File: src/rtl/mge_pkg.sv
package mge_pkg;

  typedef enum logic [1:0] {
    ST_IDLE  = 2'd0,
    ST_ISSUE = 2'd1,
    ST_WAIT  = 2'd2,
    ST_DONE  = 2'd3
  } eng_state_e;

  function automatic int idx_bits(input int n);
    return (n > 1) ? $clog2(n) : 1;
  endfunction

endpackage

File: src/rtl/mge_tap_pick.sv
module mge_tap_pick #(
  parameter int TAPS = 27,
  parameter int TW   = 5
) (
  input  logic [TAPS-1:0] mask,
  output logic            found,
  output logic [TW-1:0]   idx
);

  // lowest set bit wins, giving ascending fetch order
  always_comb begin
    found = 1'b0;
    idx   = '0;
    for (int i = TAPS - 1; i >= 0; i--) begin
      if (mask[i]) begin
        found = 1'b1;
        idx   = TW'(i);
      end
    end
  end

endmodule

File: src/rtl/mge_accum.sv
module mge_accum #(
  parameter int DW   = 16,
  parameter int AW   = 32,
  parameter int CNTW = 5
) (
  input  logic                 clk,
  input  logic                 rst_n,
  input  logic                 clr,
  input  logic                 en,
  input  logic signed [DW-1:0] a,
  input  logic signed [DW-1:0] w,
  output logic signed [AW-1:0] acc,
  output logic [CNTW-1:0]      cnt
);

  function automatic logic signed [AW-1:0] mac_step(
    input logic signed [AW-1:0] sum,
    input logic signed [DW-1:0] x,
    input logic signed [DW-1:0] y
  );
    logic signed [2*DW-1:0] prod;
    prod = x * y;
    return sum + AW'(prod);
  endfunction

  always_ff @(posedge clk) begin
    if (!rst_n) begin
      acc <= '0;
      cnt <= '0;
    end else if (clr) begin
      acc <= '0;
      cnt <= '0;
    end else if (en) begin
      acc <= mac_step(acc, a, w);
      cnt <= cnt + 1'b1;
    end
  end

endmodule

File: src/rtl/mge_relu_fix.sv
module mge_relu_fix #(
  parameter int AW = 32
) (
  input  logic signed [AW-1:0] sum,
  input  logic                 predicted,
  output logic [AW-1:0]        value,
  output logic                 keep
);

  function automatic logic is_positive(input logic signed [AW-1:0] x);
    return x > 0;
  endfunction

  always_comb begin
    value = is_positive(sum) ? sum : '0;
    keep  = predicted & is_positive(sum);
  end

endmodule

File: src/rtl/mge_sparse_mac.sv
module mge_sparse_mac #(
  parameter int KH   = 3,
  parameter int KW   = 3,
  parameter int CH   = 3,
  parameter int DW   = 16,
  parameter int AW   = 32,
  localparam int TAPS = KH * KW * CH,
  localparam int TW   = mge_pkg::idx_bits(TAPS),
  localparam int CNTW = mge_pkg::idx_bits(TAPS + 1)
) (
  input  logic                 clk,
  input  logic                 rst_n,
  input  logic                 start,
  input  logic                 omap_in,
  input  logic [TAPS-1:0]      imap_in,
  output logic                 mem_req,
  output logic [TW-1:0]        mem_tap,
  input  logic                 mem_rsp_valid,
  input  logic signed [DW-1:0] mem_act,
  input  logic signed [DW-1:0] mem_wgt,
  output logic                 done,
  output logic [AW-1:0]        result,
  output logic                 omap_out,
  output logic [CNTW-1:0]      mac_count
);
  import mge_pkg::*;

  eng_state_e          state;
  logic                omap_q;
  logic [TAPS-1:0]     imap_q;
  logic [TAPS-1:0]     pending;
  logic                pick_found;
  logic [TW-1:0]       pick_idx;
  logic signed [AW-1:0] acc;

  // named events for the checker
  logic busy, waiting, accept, mac_fire;
  assign busy     = (state != ST_IDLE);
  assign waiting  = (state == ST_WAIT);
  assign accept   = (state == ST_IDLE) && start;
  assign mac_fire = waiting && mem_rsp_valid;

  mge_tap_pick #(.TAPS(TAPS), .TW(TW)) u_pick (
    .mask  (pending),
    .found (pick_found),
    .idx   (pick_idx)
  );

  mge_accum #(.DW(DW), .AW(AW), .CNTW(CNTW)) u_acc (
    .clk   (clk),
    .rst_n (rst_n),
    .clr   (accept),
    .en    (mac_fire),
    .a     (mem_act),
    .w     (mem_wgt),
    .acc   (acc),
    .cnt   (mac_count)
  );

  mge_relu_fix #(.AW(AW)) u_fix (
    .sum       (acc),
    .predicted (omap_q),
    .value     (result),
    .keep      (omap_out)
  );

  always_ff @(posedge clk) begin
    if (!rst_n) begin
      state   <= ST_IDLE;
      omap_q  <= 1'b0;
      imap_q  <= '0;
      pending <= '0;
    end else begin
      unique case (state)
        ST_IDLE: if (start) begin
          omap_q  <= omap_in;
          imap_q  <= imap_in;
          pending <= omap_in ? imap_in : '0;
          state   <= ST_ISSUE;
        end
        ST_ISSUE: if (pick_found) begin
          pending[pick_idx] <= 1'b0;
          state             <= ST_WAIT;
        end else begin
          state <= ST_DONE;
        end
        ST_WAIT: if (mem_rsp_valid) state <= ST_ISSUE;
        ST_DONE: state <= ST_IDLE;
        default: state <= ST_IDLE;
      endcase
    end
  end

  assign mem_req = (state == ST_ISSUE) && pick_found;
  assign mem_tap = pick_idx;
  assign done    = (state == ST_DONE);

endmodule

File: config.mk
export PLATFORM = sky130hd
export DESIGN_NAME = mge_sparse_mac
export DESIGN_NICKNAME = d
export VERILOG_FILES = /design/src/rtl/mge_pkg.sv /design/src/rtl/mge_tap_pick.sv /design/src/rtl/mge_accum.sv /design/src/rtl/mge_relu_fix.sv /design/src/rtl/mge_sparse_mac.sv
export SDC_FILE = /design/constraint.sdc
export NUM_CORES = 1
export LEC_CHECK = 0
export BUFFER_PORTS_ARGS = -buffer_cell sky130_fd_sc_hd__buf_2
export CAP_MARGIN = 10
export CORE_MARGIN = 1
export CORE_UTILIZATION = 69
export CTS_BUF_LIST = sky130_fd_sc_hd__clkbuf_16
export CTS_CLUSTER_DIAMETER = 30
export CTS_CLUSTER_SIZE = 14
export DETAILED_ROUTE_END_ITERATION = 8
export MAX_ROUTING_LAYER = met4
export PLACE_DENSITY = 0.9
export SLEW_MARGIN = 20
export SYNTH_ARGS = -nofsm -noshare
export SYNTH_HDL_FRONTEND = slang
export SYNTH_HIERARCHICAL = 1
export SYNTH_SLANG_ARGS = --single-unit
File: constraint.sdc
create_clock -name clk -period 9.41 [get_ports clk]
set_clock_uncertainty 0.1 [all_clocks]
set_input_delay 0.941 -clock clk [delete_from_list [all_inputs] [get_ports clk]]
set_output_delay 0.941 -clock clk [all_outputs]
set_load 0.01 [all_outputs]
### After elaboration in Yosys (flattened, before gate mapping)

Cells that the tools add are included.

* $add $sub $neg: 2
* multipliers: 1
* divide/modulo/power cells: 0
* $lt $le $gt $ge: 3
* eq/ne operators: 6
* shift operators: 0
* multiplexer cells: 65
* bitwise operators: 4
* reductions and logical operators: 10

Operators by type and width (count)
* 2-to-1 mux 5 bit: 27
* 2-to-1 mux 27 bit: 3
* one-hot mux 27 bit (2 select lines): 1
* adder 32 bit: 1
* greater-than comparator 32 x 1 -> 1 bit, second input constant: 1
* multiplier 16 x 16 -> 32 bit: 1
* 2-to-1 mux 32 bit: 1
* 2-to-1 mux 1 bit: 29
* AND 27 bit: 1
* NOT 27 bit: 1
* one-hot mux 2 bit (4 select lines): 1
* less-than comparator 5 x 6 -> 1 bit, second input constant: 1
* inequality test 2 bit, second input constant: 3
* adder 5 x 1 -> 5 bit, second input constant: 1
* demux 1 bit (select 5 bit): 1
* >= comparator 5 x 1 -> 1 bit, second input constant: 1
* == test 2 bit, second input constant: 2
* logical AND 1 bit: 4
* 2-to-1 mux 2 bit: 2
* AND reduction 2 bit: 2
* AND reduction 3 bit: 1
* == test 2 x 1 -> 1 bit, second input constant: 1
* logical NOT 2 bit: 1
* nonzero test 2 bit: 1
* other kinds (3): 3

* register bits after elaboration: 67
* latch bits: 0
* memory bits (writable): 0
* bits in read-only memories: 0
* input port bits: 64
* output and inout port bits: 45
* logic and storage cells: 96
* memories kept: 0

### Longest topological paths before layout

Gate-level depths: netlist of the first run.

* depth in word-level cells: 35
* mapped depth: 23
* mapped depth without buffers: 22

### Cells and area by module

Netlist of the first run, hierarchy kept.

Modules (own cells, without submodules)
* mge_accum: instances 1, cells each 1334, area each 12248.0 µm², seq. area each 740.7 µm²
* mge_sparse_mac: instances 1, cells each 185, area each 1502.7 µm², seq. area each 600.6 µm²
* mge_tap_pick: instances 1, cells each 57, area each 331.6 µm², seq. area each 0.0 µm²
* mge_relu_fix: instances 1, cells each 48, area each 324.1 µm², seq. area each 0.0 µm²

### Worst setup path before layout of the first run

Ideal clock, no wire load.

* kind: input to register
* from: input mem_wgt[1]
* to: register u_acc.acc[29]
* library setup time: 0.122 ns
* data arrival time: 6.362 ns
* data required time: 9.188 ns
* path slack: 2.826 ns
* stages: 22
* path buffers: 1
* path through: clkbuf_1 > nand2_1 > inv_1 > fa_1 > fa_1 > inv_1 > fa_1 > inv_1 > fa_1 > fa_1 > inv_1 > fa_1 > inv_1 > ha_1 > a21o_1 > a21oi_1 > o21ai_0 > or3_1 > nor2_1 > o31ai_2 > o2111a_1 > a311o_1

* word-level cells in the longest chain between the ends: 2

RTL lines
* from (decl): line mge_sparse_mac.sv:20 `input logic signed [DW-1:0] mem_wgt,`
* multiplier 16 x 16 -> 32 bit: line mge_accum.sv:22 `prod = x * y;`
* adder 32 bit: line mge_accum.sv:23 `return sum + AW'(prod);`
* to (signal assigned): line mge_accum.sv:34 `acc <= mac_step(acc, a, w);`
* to (decl): line mge_accum.sv:12 `output logic signed [AW-1:0] acc,`

Every way passes these cells.
A chain may end at the register's enable or synchronous reset.

### Worst setup path in the final report of the first run

Ends and elaborated chain as after synthesis.

==> flow_metrics.py, run 1 <==
metrics = {
    "yosys": {
        "yosysWarnings": 6,
        "synth_flop_cell": "dfxtp_1",
        "syn_area_per_cell_um2": 8.87,
        "synthTopCellsByCount": "inv_1 (351), fa_1 (292), nand2_1 (167)",
        "synth_edf_count": 0,
        "synth.most_common_cell": "inv_1",
        "synthCells": 1624,
        "synth_area_mm2": 0.0144,
        "synth_top_area_share_pct": 40.6,
        "yosysUniqueCellTypes": 69,
        "yosys-top-cells-area": "fa_1 (41%), dfxtp_1 (9.3%), inv_1 (9.1%), ha_1 (8.6%), and2_1 (5.6%)",
        "async_reset_ff_share_pct": 0,
        "yosysTopAreaCell": "fa_1",
        "syn-num-nets": 2079,
        "ys_seq_elements": 67,
        "ys_seq_area_share_pct": 9.31,
    },
    "floorplanning": {
        "start_util_pct": 70.7,
        "core_area_mm2": 0.0204,
        "ioPinCount": 109,
        "die_w_um": 146,
        "die-area_mm2": 0.0215,
        "num_rows": 52,
        "die_h_um": 146,
    },
    "grt": {
        "grt-ovfl-total": 0,
        "grt_pass1_vias": 12900,
        "grt_max_degree": 54,
        "grt_usage_pct": 37.2,
        "grt_pass1_wl_mm": 60.6,
        "grt_antenna_before_repair": 1,
    },
    "worst_setup_path": {
        "worstPathRequired_ns": 9.53,
        "end_kind": "flop",
        "cp.arrival_ns": 7.06,
        "worstSetupPathType": "primary input to flop",
        "critPathBufInv": 6,
        "slowest_delay_ns": 0.73,
        "path_common_cell": "fa_1",
        "crit_family": "adder cells",
        "crit_chain": "buf_2, nand2_1, inv_1, fa_1, inv_1, fa_1, inv_1, fa_1, inv_1, fa_1, fa_1, fa_1, inv_1, ha_1, a21oi_1, o21ai_0, or3_1, nor2_1, o31ai_2, o2111a_1, a311o_1",
        "path_max_fanout": 16,
        "cp_slowest_cell": "fa_1",
        "worst_setup_path_start_kind": "primary input",
    },
    "timing": {
        "setup_slack_ns": 2.47,
        "finalHoldViolCount": 0,
        "setup-violations-final": 0,
        "fin_crit_ns": 6.94,
        "rsz0062_at_grt": "no",
        "finalSetupTns_ns": 0,
        "relSlewSlack_pct": 26.0,
        "worstMarginPinSlew_ns": 1.11,
        "max_freq_ghz": 0.144,
        "slew_viol_final": 0,
        "post-route-period-util_pct": 73.7,
    },
    "cts": {
        "cts_resized": 0,
        "cts-root-buf": "clkbuf_16",
        "cts_sinks": 67,
        "hold_buffers": 0,
        "path_clk_slew_ns": 0.06,
        "htree_levels": 3,
        "post_cts_buffers": 0,
        "cts_made_buffers": 9,
        "cts.path.max_buffers": 2,
        "clock_latency_ns": 0.34,
        "cts_tree": "built",
    },
    "finish": {
        "fillers": 1423,
        "final_nets": 2139,
        "fin_cells": 1960,
        "area_growth_pct": 6.53,
        "drive_gt1_share_pct": 8.82,
    },
    "min_path": {
        "hold_class": "flop to flop",
    },
    "place": {
        "hpwl_mm": 29.2,
        "numPlacedInstances": 1943,
        "dp_slack_ns": 2.28,
        "gp_congestion": 0.944,
        "io_buffers": 107,
    },
    "flow_run": {
        "cap_viol_max_count": 0,
    },
    "route": {
        "postRouteAntennaNets": 0,
        "first_pass_iters": 5,
        "drt-initial-drc-count": 817,
        "drt-vias-per-instance": 5.98,
        "wl_per_cell_um": 19.0,
        "vias": 11700,
        "drt-total-wl_mm": 37.2,
        "drc": 0,
    },
    "status": {
        "outcome": "finished clean",
    },
}
-- cell type report --
class / instances / area (um2) / area share [%]
Tap cell: 270 / 338 / 2.20
Antenna cell: 1 / 2.50 / 0.0163
Multi-Input combinational cell: 1142 / 11500 / 74.8
Sequential cell: 67 / 1340 / 8.74
Timing Repair Buffer: 112 / 573 / 3.73
Clock buffer: 9 / 225 / 1.47
Inverter: 352 / 1320 / 8.61
Clock inverter: 7 / 67.6 / 0.440
-- cells in the final DEF (no fill, tap or decap), types with 17 or more instances in the layout --
master    instances
inv_1           351
fa_1            292
nand2_1         167
and2_1          128
buf_2           107
ha_1             99
dfxtp_1          67
a21oi_1          63
nor2_1           62
o21ai_0          42
nor2b_1          37
a311oi_1         27
xnor2_1          25
nand2b_1         17
-- stage by stage --
stage          utilization (%)  hold slack (ns)  instance area (um2)
3_3_place_gp              73.9            0.399                15000
2_1_floorplan                -            0.355                14400
3_5_place_dp              73.9            0.406                15000
5_1_grt                   75.4            0.434                15300
6_report                  75.4            0.426                15300
4_1_cts                   75.3            0.420                15300
-- final timing paths --
kind         slack, ns            end  cells past startpoint     startpoint
max reg2reg       3.75  u_acc/acc[29]                     18  u_acc/acc[15]
min               0.43   u_acc/cnt[4]                      2   u_acc/cnt[4]
max               2.47  u_acc/acc[29]                     21     mem_wgt[1]
min reg2reg       0.43   u_acc/cnt[4]                      2   u_acc/cnt[4]
-- per-layer routing --
| layer | vias to the layer above | routed length (um) | global-route usage [%] |
|---|---|---|---|
| met2 | 609 | 18700 | 61.9 |
| met1 | 5821 | 14100 | 43.3 |
| met4 | 0 | 1700 | 19.2 |
| met5 | - | 0 | - |
| li1 | 5149 | - | - |
| met3 | 143 | 2650 | 6.38 |
-- flip-flops by register name, indices dropped and copies added (netlist names) --
name and cells:
omap_q 1, pending 27, state 2, u_acc/acc 32
u_acc/cnt 5
-- worst min-delay path: stages, from the launching register on --
cell,delay [ns]
dfxtp_1,0.35
xor2_1,0.08
nor2_1,0.07
-- cells by family (layout without fill, tap and decap cells) --
group / count (synthesis) / after routing / share of synthesized area, %
buffers and inverters: 415 / 480 / 11.1
AOI/OAI and AO/OA: 195 / 195 / 8.85
xor gates and xnor gates: 36 / 36 / 2.19
DFF: 67 / 67 / 9.31
muxes: 14 / 14 / 0.973
adders and majority gates: 391 / 391 / 49.2
and+or+nand+nor: 505 / 505 / 18.4
other: 1 / 2 / 0.0260
Power of run 1 is not shown: default switching activity piles up to over one toggle a cycle in this logic, so the estimate is an artifact.
==> run 2, diff against run 1 <==
--- a/config.mk
+++ b/config.mk
@@ -5,16 +5,17 @@
 export SDC_FILE = /design/constraint.sdc
 export NUM_CORES = 1
 export LEC_CHECK = 0
+export ABC_AREA = 1
 export BUFFER_PORTS_ARGS = -buffer_cell sky130_fd_sc_hd__buf_2
 export CAP_MARGIN = 10
 export CORE_MARGIN = 1
-export CORE_UTILIZATION = 69
+export CORE_UTILIZATION = 64
 export CTS_BUF_LIST = sky130_fd_sc_hd__clkbuf_16
 export CTS_CLUSTER_DIAMETER = 30
 export CTS_CLUSTER_SIZE = 14
 export DETAILED_ROUTE_END_ITERATION = 8
 export MAX_ROUTING_LAYER = met4
-export PLACE_DENSITY = 0.9
+export PLACE_DENSITY = 0.84
 export SLEW_MARGIN = 20
 export SYNTH_ARGS = -nofsm -noshare
 export SYNTH_HDL_FRONTEND = slang
==> constraint.sdc (replaced) <==
create_clock -name clk -period 7.2 [get_ports clk]
set_clock_uncertainty 0.1 [all_clocks]
set_input_delay 0.72 -clock clk [delete_from_list [all_inputs] [get_ports clk]]
set_output_delay 0.72 -clock clk [all_outputs]
set_load 0.01 [all_outputs]
==> run 2 against run 1 <==
Effect of this change: clock-buffer cell count did not move; first-iteration DRC count increased by 9.5%; setup slack got worse by 1.6 ns; critical path type unchanged; worst hold slack worse by 0.064 ns; routed wire length up 3.2%; utilization is 5.7 points lower.
==> flow_metrics.py, run 2 <==
metrics = {
    "status": {
        "outcome": "finished clean",
    },
    "place": {
        "gp_congestion": 0.955,
        "io_buffers": 107,
        "hpwl_mm": 32.0,
    },
    "yosys": {
        "ys_seq_elements": 67,
        "synthCells": 2166,
        "synthTopCellsByCount": "inv_1 (610), nand2_1 (568), fa_1 (292)",
        "syn_area_per_cell_um2": 7.21,
        "yosys-top-cells-area": "fa_1 (37%), inv_1 (15%), nand2_1 (14%), dfxtp_1 (8.6%), ha_1 (7.9%)",
        "synth_edf_count": 0,
        "yosysWarnings": 6,
        "yosysUniqueCellTypes": 43,
        "synth.most_common_cell": "inv_1",
        "synth_area_mm2": 0.0156,
        "synth_flop_cell": "dfxtp_1",
        "syn-num-nets": 2621,
        "ys_seq_area_share_pct": 8.59,
        "yosysTopAreaCell": "fa_1",
        "synth_top_area_share_pct": 37.4,
        "async_reset_ff_share_pct": 0,
    },
    "route": {
        "drt-vias-per-instance": 5.23,
        "first_pass_iters": 5,
        "drt-total-wl_mm": 38.4,
        "postRouteAntennaNets": 0,
        "drc": 0,
        "wl_per_cell_um": 15.2,
        "vias": 13200,
        "drt-initial-drc-count": 895,
    },
    "cts": {
        "htree_levels": 3,
        "cts-root-buf": "clkbuf_16",
        "cts_sinks": 67,
        "clock_latency_ns": 0.34,
        "cts.path.max_buffers": 2,
        "path_clk_slew_ns": 0.06,
        "cts_resized": 0,
        "cts_made_buffers": 9,
        "cts_tree": "built",
        "post_cts_buffers": 0,
        "hold_buffers": 0,
    },
    "worst_setup_path": {
        "worstPathRequired_ns": 7.34,
        "timing.rr.end": "u_acc/acc[22]",
        "worst_setup_path_start_kind": "primary input",
        "timing.reg2reg.setup_slack_ns": 2.31,
        "r2r.worst_path.cells": 20,
        "cp.arrival_ns": 6.43,
        "setup.worst_path.start": "mem_act[15]",
        "end_kind": "flop",
        "path_max_fanout": 17,
        "worstSetupPathType": "primary input to flop",
        "cp-endpoint": "u_acc/acc[27]",
        "timing.rr.start": "u_acc/acc[15]",
    },
    "timing": {
        "setup-violations-final": 0,
        "relSlewSlack_pct": 34.2,
        "worstMarginPinSlew_ns": 0.987,
        "rsz0062_at_grt": "no",
        "finalHoldViolCount": 0,
        "fin_crit_ns": 6.29,
        "max_freq_ghz": 0.159,
        "finalSetupTns_ns": 0,
        "post-route-period-util_pct": 87.4,
        "slew_viol_final": 0,
    },
    "grt": {
        "grt_antenna_before_repair": 0,
        "grt_pass1_vias": 13600,
        "grt_usage_pct": 33.6,
        "grt_max_degree": 54,
        "grt_pass1_wl_mm": 63.8,
        "grt-ovfl-total": 0,
    },
    "finish": {
        "antenna_cells": 0,
        "layout_commonest_cell": "inv_1",
        "final_nets": 2657,
        "final_core_util_pct": 69.7,
        "area_growth_pct": 5.65,
        "final_cell_mix": "inv_1 (610), nand2_1 (568), fa_1 (292)",
        "largest-register": "u_acc/acc",
        "reg_top3": "u_acc/acc x32, pending x27, u_acc/cnt x5",
        "drive_gt1_share_pct": 8.43,
        "largest_reg_flops": 32,
    },
    "floorplanning": {
        "die_w_um": 158,
        "core_area_mm2": 0.0237,
        "die-area_mm2": 0.0250,
        "num_rows": 56,
        "ioPinCount": 109,
        "start_util_pct": 65.9,
        "die_h_um": 158,
    },
    "flow_run": {
        "cap_viol_max_count": 0,
    },
    "min_path": {
        "hold_class": "flop to flop",
    },
}
==> run 2: logic make-up (layout without fill, tap and decap cells) <==
family,count (synthesis),after routing,synth area share [%]
compound gates,124,124,4.83
buf+inv,708,749,17.8
other cells,1,1,0.0240
flops,67,67,8.59
simple gates,857,857,22.4
fa+ha+maj,391,391,45.4
xor+xnor,18,18,1.01
==> run 2: critical path, stage by stage <==
cell and delay [ns]:
buf_2 0.31, nand2_1 0.19, inv_1 0.13, fa_1 0.53, fa_1 0.81, fa_1 0.52, fa_1 0.54, fa_1 0.57
inv_1 0.07, fa_1 0.54, inv_1 0.04, ha_1 0.39, nand2_1 0.10, inv_1 0.08, nand3_1 0.16, nor3_1 0.25
nand3_1 0.12, nand3_1 0.12, nor2_1 0.05, o21ai_1 0.13, inv_1 0.05
==> run 2: metrics by stage <==
step	hold slack (ns)	cells	setup slack, ns	instance area, um2
finish	0.363	2526	0.909	16500
global route	0.380	2526	0.548	16500
CTS	0.358	2526	0.969	16500
detailed placement	0.345	2510	0.610	16200
global placement	0.330	2510	0.810	16200
floorplan	0.345	2166	1.19	15600
==> run 2: final cells by class <==
class,count,area (um2)
inverter,622,2360
fill,2010,7180
clock inverter,7,106
sequential,67,1340
tap,319,399
multi-input combinational,1391,11500
clock buffer,9,225
timing repair buffer,111,566
==> run 2: worst min path at each step <==
stage,from,slack (ns),to,depth (start not counted)
4_1_cts,u_acc/cnt[4],0.36,u_acc/cnt[4],1
3_3_place_gp,u_acc/cnt[4],0.33,u_acc/cnt[4],1
3_5_place_dp,u_acc/cnt[4],0.34,u_acc/cnt[4],1
6_report,u_acc/cnt[4],0.36,u_acc/cnt[4],1
2_1_floorplan,omap_q,0.35,omap_q,2
5_1_grt,omap_q,0.38,omap_q,2
==> run 2: layer usage <==
layer  vias up  share of wire, %  GRT usage (%)
met4         0               1.9           8.88
met5         -                 0              -
li1       6255                 -              -
met3        63               5.9           4.11
met2       490                50           57.8
met1      6398                42           41.9
Power of run 2 is left out for the same reason.
==> run 3, diff against run 2 <==
--- a/config.mk
+++ b/config.mk
@@ -5,7 +5,6 @@
 export SDC_FILE = /design/constraint.sdc
 export NUM_CORES = 1
 export LEC_CHECK = 0
-export ABC_AREA = 1
 export BUFFER_PORTS_ARGS = -buffer_cell sky130_fd_sc_hd__buf_2
 export CAP_MARGIN = 10
 export CORE_MARGIN = 1
==> run 3 against run 2 <==
Effect of this change: via count down 13%; global-route usage decreased by 0.24 points; final area shrank 7.0%; register-to-register slack worse by 0.80 ns; critical endpoint is now u_acc/acc[29]; the run now ends with DRC left; clock-buffer cell count stayed put; die area shrank 7.7%; critical path depth is the same; worst hold slack better by 0.046 ns; sequential cell count is the same.
==> flow_metrics.py, run 3 (synthesized netlist as in run 1, its figures left out) <==
metrics = {
    "status": {
        "outcome": "complete, but fails checks",
        "violations": "DRC",
    },
    "route": {
        "wl_met1_mm": 13.8,
        "wl_met3_mm": 2.22,
        "drt-total-wl_mm": 35.7,
        "wl_met2_mm": 18.2,
        "drt-vias-per-instance": 5.82,
        "vias": 11500,
        "top_layer_used": "met4",
        "drt-initial-drc-count": 854,
        "drc": 14,
        "wl_per_cell_um": 18.1,
        "first_pass_iters": 8,
        "postRouteAntennaNets": 0,
    },
    "worst_setup_path": {
        "worstSetupPathType": "primary input to flop",
        "path_max_fanout": 16,
        "crit_family": "adder cells",
        "worst_setup_path_start_kind": "primary input",
        "cp_num_cells": 21,
        "cp.arrival_ns": 6.72,
        "slowest_delay_ns": 0.72,
        "end_kind": "flop",
        "crit_chain": "buf_2, nand2_1, inv_1, fa_1, inv_1, fa_1, inv_1, fa_1, inv_1, fa_1, fa_1, fa_1, inv_1, ha_1, a21oi_1, o21ai_0, or3_1, nor2_1, o31ai_2, o2111a_1, a311o_1",
        "path_common_cell": "fa_1",
        "timing.rr.start": "u_acc/acc[15]",
        "timing.reg2reg.setup_slack_ns": 1.51,
        "critPathBufInv": 6,
        "r2r.worst_path.cells": 18,
        "worstPathRequired_ns": 7.32,
        "cp_slowest_cell": "fa_1",
        "timing.rr.end": "u_acc/acc[29]",
    },
    "cts": {
        "cts-root-buf": "clkbuf_16",
        "cts_sinks": 67,
        "post_cts_buffers": 0,
        "cts_resized": 0,
        "cts_made_buffers": 9,
        "cts.path.max_buffers": 2,
        "cts_tree": "built",
        "htree_levels": 3,
        "path_clk_slew_ns": 0.05,
        "clock_latency_ns": 0.34,
        "hold_buffers": 0,
    },
    "floorplanning": {
        "core_area_mm2": 0.0220,
        "start_util_pct": 65.6,
        "num_rows": 54,
        "ioPinCount": 109,
        "die_h_um": 152,
        "die-area_mm2": 0.0231,
        "die_w_um": 152,
    },
    "min_path": {
        "hold_class": "flop to flop",
        "min_from": "omap_q",
        "min_to": "omap_q",
        "whs_path_depth": 2,
    },
    "finish": {
        "final_cell_mix": "inv_1 (355), fa_1 (292), nand2_1 (167)",
        "drive_gt1_share_pct": 8.87,
        "largest_reg_flops": 32,
        "area_growth_pct": 6.53,
        "largest-register": "u_acc/acc",
        "reg_top3": "u_acc/acc x32, pending x27, u_acc/cnt x5",
        "final_nets": 2142,
        "layout_commonest_cell": "inv_1",
    },
    "place": {
        "io_buffers": 107,
        "hpwl_mm": 28.6,
        "gp_congestion": 0.977,
    },
    "timing": {
        "relSlewSlack_pct": 29.0,
        "rsz0062_at_grt": "no",
        "setup-violations-final": 0,
        "post-route-period-util_pct": 91.6,
        "worstMarginPinSlew_ns": 1.06,
        "finalSetupTns_ns": 0,
        "max_freq_ghz": 0.152,
        "slew_viol_final": 0,
        "finalHoldViolCount": 0,
        "fin_crit_ns": 6.60,
    },
    "grt": {
        "grt_antenna_before_repair": 1,
        "grt_usage_pct": 33.4,
        "grt_pass1_vias": 12200,
        "grt_max_degree": 54,
        "grt-ovfl-total": 0,
        "grt_pass1_wl_mm": 59.2,
    },
    "flow_run": {
        "cap_viol_max_count": 0,
    },
}
==> run 3: cell types whose count changed in the layout (fill, tap and decap cells not counted), sizes merged, moves of 14 or more <==
cell    before  now
nand2      575  167
inv        625  355
and2         1  128
nor2       150   63
nand3       67   14
nor2b        0   38
nor3        45   14
a311oi       0   28
xnor2        5   25
nand2b       0   17
mux2i        0   14
==> run 3: tightest hold or removal path: cells and delay by family, from the launching register on <==
family / cells / cell delay [ns]
compound gates: 1 / 0.06
flops: 1 / 0.33
simple gates: 1 / 0.07
==> run 3: cell type report <==
type | instances | area [um2]
multi-input combinational | 1142 | 11500
antenna | 1 | 2.50
clock inverter | 7 | 30.0
clock buffer | 9 | 225
timing repair buffer | 115 | 596
tap | 280 | 350
fill | 1698 | 6610
sequential | 67 | 1340
inverter | 352 | 1320
==> run 3: worst max-delay path by stage <==
stage	end	start	slack, ns
after floorplan	u_acc/acc[29]	mem_wgt[1]	0.84
after global routing	u_acc/acc[29]	mem_wgt[1]	0.32
after global placement	u_acc/acc[29]	mem_wgt[1]	0.53
after detailed placement	u_acc/acc[29]	mem_wgt[1]	0.32
after CTS	u_acc/acc[29]	mem_wgt[1]	0.64
final	u_acc/acc[29]	mem_wgt[1]	0.60
==> run 3: routing by layer <==
metal  track usage (%)  up-vias
met3              4.25      105
met1              39.9     5695
met5                 -        -
met2              57.0      523
li1                  -     5159
met4              14.3        0
==> run 3: through the flow <==
stage | cell area (um2) | instances | hold WS (ns) | setup slack [ns] | util (%)
final | 15300 | 1973 | 0.409 | 0.605 | 69.9
after detailed placement | 15100 | 1956 | 0.396 | 0.315 | 68.7
after CTS | 15300 | 1972 | 0.413 | 0.643 | 69.8
after global placement | 15100 | 1956 | 0.385 | 0.529 | 68.7
after global routing | 15300 | 1973 | 0.451 | 0.319 | 69.9
after floorplan | 14400 | 1624 | 0.355 | 0.837 | -
Power of run 3 is left out for the same reason.
